===== src/rtl/etx_pkg.sv =====
package etx_pkg;
  localparam int unsigned THR_W      = 8;
  localparam int unsigned CNT_W      = 11;
  localparam int unsigned WR_W       = 2;
  localparam int unsigned UNIT_SHIFT = 4;

  typedef enum logic {
    ARM_IDLE = 1'b0,
    ARM_WAIT = 1'b1
  } arm_state_e;
endpackage


===== src/rtl/etx_byte_counter.sv =====
module etx_byte_counter #(
  parameter int unsigned CNT_W = 11,
  parameter int unsigned WR_W  = 2
) (
  input  logic             clk_i,
  input  logic             rst_ni,
  input  logic             clr_i,
  input  logic             add_i,
  input  logic [WR_W-1:0]  add_bytes_i,
  output logic [CNT_W-1:0] cnt_o
);
  localparam logic [CNT_W-1:0] CNT_MAX = {CNT_W{1'b1}};

  logic [CNT_W-1:0] cnt_q, cnt_d;
  logic [CNT_W:0]   sum;

  assign sum = {1'b0, cnt_q} + {{(CNT_W+1-WR_W){1'b0}}, add_bytes_i};

  always_comb begin
    cnt_d = cnt_q;
    if (clr_i)      cnt_d = '0;
    else if (add_i) cnt_d = sum[CNT_W] ? CNT_MAX : sum[CNT_W-1:0];
  end

  always_ff @(posedge clk_i or negedge rst_ni) begin
    if (!rst_ni) cnt_q <= '0;
    else         cnt_q <= cnt_d;
  end

  assign cnt_o = cnt_q;
endmodule


===== src/rtl/etx_threshold_cmp.sv =====
module etx_threshold_cmp #(
  parameter int unsigned THR_W      = 8,
  parameter int unsigned CNT_W      = 11,
  parameter int unsigned UNIT_SHIFT = 4
) (
  input  logic [THR_W-1:0] thresh_i,
  input  logic [CNT_W-1:0] cnt_i,
  input  logic             auto_tx_i,
  input  logic             early_tx_en_i,
  input  logic             rcv_sel_i,
  output logic             auto_en_o,
  output logic             met_o
);
  localparam int unsigned LIM_W = THR_W + UNIT_SHIFT;
  localparam int unsigned CMP_W = (LIM_W > CNT_W) ? LIM_W : CNT_W;

  logic [CMP_W-1:0] limit;
  logic [CMP_W-1:0] cnt_ext;

  assign limit   = {{(CMP_W-LIM_W){1'b0}}, thresh_i, {UNIT_SHIFT{1'b0}}};
  assign cnt_ext = {{(CMP_W-CNT_W){1'b0}}, cnt_i};

  assign auto_en_o = auto_tx_i & early_tx_en_i & ~rcv_sel_i & (|thresh_i);
  assign met_o     = (cnt_ext >= limit);
endmodule


===== src/rtl/etx_start_ctrl.sv =====
module etx_start_ctrl
  import etx_pkg::*;
(
  input  logic clk_i,
  input  logic rst_ni,
  input  logic auto_en_i,
  input  logic met_i,
  input  logic enq_i,
  input  logic sel_i,
  input  logic manual_i,
  output logic start_o,
  output logic armed_o
);
  arm_state_e state_q, state_d;
  logic       fire;
  logic       start_q, start_d;

  // pending request: this cycle's enqueue or an earlier armed one
  assign fire = auto_en_i & ~sel_i & met_i & (enq_i | (state_q == ARM_WAIT));

  always_comb begin
    state_d = ARM_IDLE;
    if (auto_en_i && !sel_i && !met_i && (enq_i || state_q == ARM_WAIT))
      state_d = ARM_WAIT;
    start_d = auto_en_i ? fire : manual_i;
  end

  always_ff @(posedge clk_i or negedge rst_ni) begin
    if (!rst_ni) begin
      state_q <= ARM_IDLE;
      start_q <= 1'b0;
    end else begin
      state_q <= state_d;
      start_q <= start_d;
    end
  end

  assign start_o = start_q;
  assign armed_o = (state_q == ARM_WAIT);
endmodule


===== src/rtl/etx_auto_start.sv =====
module etx_auto_start
  import etx_pkg::*;
(
  input  logic             clk_i,
  input  logic             rst_ni,
  input  logic [THR_W-1:0] thresh_i,
  input  logic             auto_tx_i,
  input  logic             early_tx_en_i,
  input  logic             rcv_sel_i,
  input  logic             pkt_sel_i,
  input  logic             wr_valid_i,
  input  logic [WR_W-1:0]  wr_bytes_i,
  input  logic             enq_i,
  input  logic             manual_start_i,
  output logic             tx_start_o
);
  logic [CNT_W-1:0] cnt_w;
  logic             auto_en_w;
  logic             met_w;
  logic             armed_w;

  etx_byte_counter #(
    .CNT_W(CNT_W),
    .WR_W (WR_W)
  ) i_cnt (
    .clk_i      (clk_i),
    .rst_ni     (rst_ni),
    .clr_i      (pkt_sel_i),
    .add_i      (wr_valid_i),
    .add_bytes_i(wr_bytes_i),
    .cnt_o      (cnt_w)
  );

  etx_threshold_cmp #(
    .THR_W     (THR_W),
    .CNT_W     (CNT_W),
    .UNIT_SHIFT(UNIT_SHIFT)
  ) i_cmp (
    .thresh_i     (thresh_i),
    .cnt_i        (cnt_w),
    .auto_tx_i    (auto_tx_i),
    .early_tx_en_i(early_tx_en_i),
    .rcv_sel_i    (rcv_sel_i),
    .auto_en_o    (auto_en_w),
    .met_o        (met_w)
  );

  etx_start_ctrl i_ctrl (
    .clk_i    (clk_i),
    .rst_ni   (rst_ni),
    .auto_en_i(auto_en_w),
    .met_i    (met_w),
    .enq_i    (enq_i),
    .sel_i    (pkt_sel_i),
    .manual_i (manual_start_i),
    .start_o  (tx_start_o),
    .armed_o  (armed_w)
  );
endmodule


===== config.mk =====
export PLATFORM = sky130hd
export DESIGN_NAME = etx_auto_start
export DESIGN_NICKNAME = d
export VERILOG_FILES = /design/src/rtl/etx_pkg.sv /design/src/rtl/etx_byte_counter.sv /design/src/rtl/etx_threshold_cmp.sv /design/src/rtl/etx_start_ctrl.sv /design/src/rtl/etx_auto_start.sv
export SDC_FILE = /design/constraint.sdc
export NUM_CORES = 1
export LEC_CHECK = 0
export BUFFER_PORTS_ARGS = -buffer_cell sky130_fd_sc_hd__buf_2
export CELL_PAD_IN_SITES_DETAIL_PLACEMENT = 1
export CELL_PAD_IN_SITES_GLOBAL_PLACEMENT = 1
export CORE_AREA = 2 2 55 57
export DETAILED_ROUTE_END_ITERATION = 8
export DIE_AREA = 0 0 57 59
export PLACE_DENSITY = 0.72
export SETUP_SLACK_MARGIN = 0.15
export SLEW_MARGIN = 10
export SYNTH_ARGS = -nofsm -noshare
export SYNTH_HDL_FRONTEND = slang
export SYNTH_HIERARCHICAL = 1
export SYNTH_SLANG_ARGS = --single-unit

===== constraint.sdc =====
create_clock -name clk_i -period 1.5 [get_ports clk_i]
set_input_delay 0.375 -clock clk_i [delete_from_list [all_inputs] [get_ports clk_i]]
set_output_delay 0.375 -clock clk_i [all_outputs]
set_load 0.05 [all_outputs]

==> impl_metrics.tcl <==
set metrics [dict create \
    power_dens_cells_nw_per_um2 592 \
    fin_hold_ws_ns 0.358 \
    post-route-period-util_pct 108 \
    overflow 0 \
    fillCellCount 313 \
    grt_usage_pct 18.0 \
    finalWirelength_mm 2.86 \
    port_buffers 19 \
    fin_worst_skew_ns 0.00400 \
    finalWeightedCongestion 0.748 \
    final-setup-viol-count 10 \
    timing_max_transition_violations_final 0 \
    fraction_of_the_mapped_netlist_area_in_compound_gates_pct 24.7 \
    dpl.hpwl_mm 2.01 \
    worst_slew_pin_slew_ns 0.410 \
    clock_latency_at_the_later_pin_of_the_worst_skew_pair_ns 0.28 \
    floorplan.rows 19 \
    initial_utilization_pct 35.7 \
    routed_wire_length_per_instance_microns 17.8 \
    path_clk_slew_ns 0.09 \
    grt_max_degree 14 \
    post_layout_min_period_ns 1.62 \
    final_stage_net_count 160 \
    dieWidth_microns 57 \
    numClockSinks 13 \
    critical-path-slowest-cell "dfrtp_1" \
    dominant_combinational_cell_family_by_area_after_synthesis "compound AO/OA/AOI/OAI gates" \
    floorplan.core_area_sq_um 2710 \
    synthCells 99 \
    via_count_of_the_first_global_routing_pass 1014 \
    yosys.area.top_type "dfrtp_1" \
    power_switching_mw 0.238 \
    synth_top_cells_by_area "dfrtp_1, ha_1, a211oi_1" \
    tritoncts "done" \
    detailedRoute.firstPassIterationCount 4 \
    power.ir.vdd_worst_mv 0.315 \
    synth_seq_cells 13 \
    layout.cells.most_common "buf_2" \
    ys_types 36 \
    layout.cells.most_common_list "buf_2, dfrtp_1, inv_1" \
    report.final.hold_viol_count 0 \
    netSwitchingFraction_pct 30.1 \
    grt_pass1_wl_mm 4.66 \
    timing.critical_path.fanout_max 2 \
    unrepaired_setup_endpoints_after_global_routing "true" \
    vias 924 \
    syn2layout_area_growth_pct 37.9 \
    power_frac_clock_pct 28.4 \
    post_synth_mux_area_share_pct 0 \
    maxCapViolations 0 \
    violated_checks "negative setup slack" \
    drcViolationCount 0 \
    cts_htree_levels 1 \
    worstPathCellList "ha_4 > and2_4 > a221oi_4 > o21a_1 > o22ai_2 > nand2_1 > o22ai_2" \
    yosysSeqAreaShare_pct 33.6 \
    status "finished, violations left" \
    clock_path_buffers 2 \
    cts_buffers 3 \
    diodes 0 \
    yosys.area.top_type_share_pct 33.6 \
    post_synth_instance_area_sq_um 967 \
    leakagePower_nw 0.636 \
    average_via_count_per_standard_cell 5.74 \
    ctsRootBufferMaster "clkbuf_4" \
    die_y_microns 59 \
    design.die.area_sq_um 3360 \
    grt_antenna_before_repair 0 \
    io-pin-count 20 \
    timing.critical_path.slowest_cell_delay_ns 0.43 \
    hold_path.class "input port to flip-flop" \
    combPwrFrac_pct 24.9 \
    synth_xor_xnor_area_share_pct 0 \
    synth_adder_area_share_pct 13.7 \
    setup.worst_path.end_class "flip-flop" \
    synth_top_flop_cell "dfrtp_1" \
    dp_slack_ns -0.306 \
    detail_route.iter0.violations 22 \
    achievable-frequency_mhz 618 \
    path_class "flip-flop to flip-flop" \
    synth-async-reset-ratio_pct 100 \
    startpoint_type "flip-flop" \
    worst-endpoint-arrival_ns 1.78 \
    number_of_flops_mapped_to_enable_cells_by_yosys 0 \
    crit_path_frequent_cell "o22ai_2" \
    avgSynthCellArea_sq_um 9.77 \
    required_ns 1.66 \
    nets_in_the_synthesized_netlist 128 \
    post_route_cells_drive_above_1_share_pct 47.7 \
    area_fraction_in_and_or_nand_and_nor_cells_after_synthesis_pct 21.6 \
    layout_setup_ws_ns -0.119 \
    synth-warning-count 6 \
    cell_internal_pwr_mw 0.552 \
    drt.antenna.violating_nets 0 \
    relSlewSlack_pct 72.5 \
    seq_power_share_pct 46.7 \
]
-- Yosys cell counts, types with 2 or more instances --
library cell and number:
a211oi_1 7, a21o_1 2, a21oi_1 4, a311oi_1 5, a31oi_1 4, and3_1 2, and3_2 2, and4_1 3
dfrtp_1 13, ha_1 9, inv_1 12, nand2_1 5, nor2_1 7, nor4_1 2
-- repair_timing --
item	4_1_cts	5_1_grt
endpoints found under the setup margin	13	13
buffers inserted	2	1
gates cloned	0	0
hold endpoints to repair	13	0
hold buffers	1	0
pin swaps	3	5
resized for setup	10	11
-- worst max-delay path, delay by kind of cell, from the launching register on --
kind	cells	cell delay, ns
fa+ha+maj	1	0.25
simple gates	2	0.24
compound gates	4	0.58
flops	1	0.43
-- sequential cells by signal, indices dropped and copies added (netlist names) --
register / flops
i_ctrl/armed_o: 1
i_cnt/cnt_o: 11
i_ctrl/start_o: 1
-- final timing paths --
| path | from | end | slack, ns | cells after the start |
|---|---|---|---|---|
| max | i_cnt/cnt_o[5]$_DFFE_PN0P_ | i_ctrl/start_o$_DFF_PN0_ | -0.12 | 7 |
| min | manual_start_i | i_ctrl/start_o$_DFF_PN0_ | 0.36 | 3 |
| max reg2reg | i_cnt/cnt_o[5]$_DFFE_PN0P_ | i_ctrl/start_o$_DFF_PN0_ | -0.12 | 7 |
| min reg2reg | i_cnt/cnt_o[8]$_DFFE_PN0P_ | i_cnt/cnt_o[8]$_DFFE_PN0P_ | 0.59 | 1 |
| max in group asynchronous | rst_ni | i_cnt/cnt_o[3]$_DFFE_PN0P_ | 0.75 | 2 |
| min in group asynchronous | rst_ni | i_cnt/cnt_o[2]$_DFFE_PN0P_ | 0.51 | 2 |
-- cell type report --
cell class	instances	area [sq um]	share of cell area [%]
multi-input combinational	71	709	53.2
sequential	13	325	24.4
timing repair buffer	30	188	14.1
inverter	12	45.0	3.38
tap	31	38.8	2.91
clock buffer	3	22.5	1.69
clock inverter	1	5.00	0.375
-- cell families (layout without fill, tap and decap cells) --
| kind of cell | Yosys count | after routing |
|---|---|---|
| flops | 13 | 13 |
| buf+inv | 15 | 46 |
| simple gates | 31 | 31 |
| fa+ha+maj | 10 | 10 |
| compound gates | 30 | 30 |
-- per-layer routing --
| layer | track usage [%] | vias to the layer above | part of all wire (%) |
|---|---|---|---|
| met5 | 0 | - | 0 |
| met4 | 3.99 | 0 | 0.66 |
| met3 | 2.84 | 4 | 4.1 |
| met2 | 34.0 | 25 | 52 |
| met1 | 21.4 | 447 | 43 |
| li1 | - | 448 | - |
-- through the flow --
step           total power, mW  instance area [sq um]  setup TNS [ns]  utilization, %  cells
6_report                 0.789                   1330          -0.553            49.2    161
4_1_cts                  0.775                   1260          -0.446            46.7    160
3_3_place_gp             0.515                   1160           -2.00            42.8    153
5_1_grt                  0.841                   1330           -1.58            49.2    161
2_1_floorplan            0.457                    997         -0.0259               -     99
3_5_place_dp             0.524                   1160           -2.55            42.8    153
-- power groups by stage --
stage          logic [mW]  clock network, mW  registers (mW)
2_1_floorplan      0.0757                  0           0.381
3_3_place_gp        0.142                  0           0.373
3_5_place_dp        0.151                  0           0.373
4_1_cts             0.179              0.228           0.368
5_1_grt             0.216              0.254           0.371
6_report            0.196              0.224           0.369
Power figures use the tool's default switching activity.
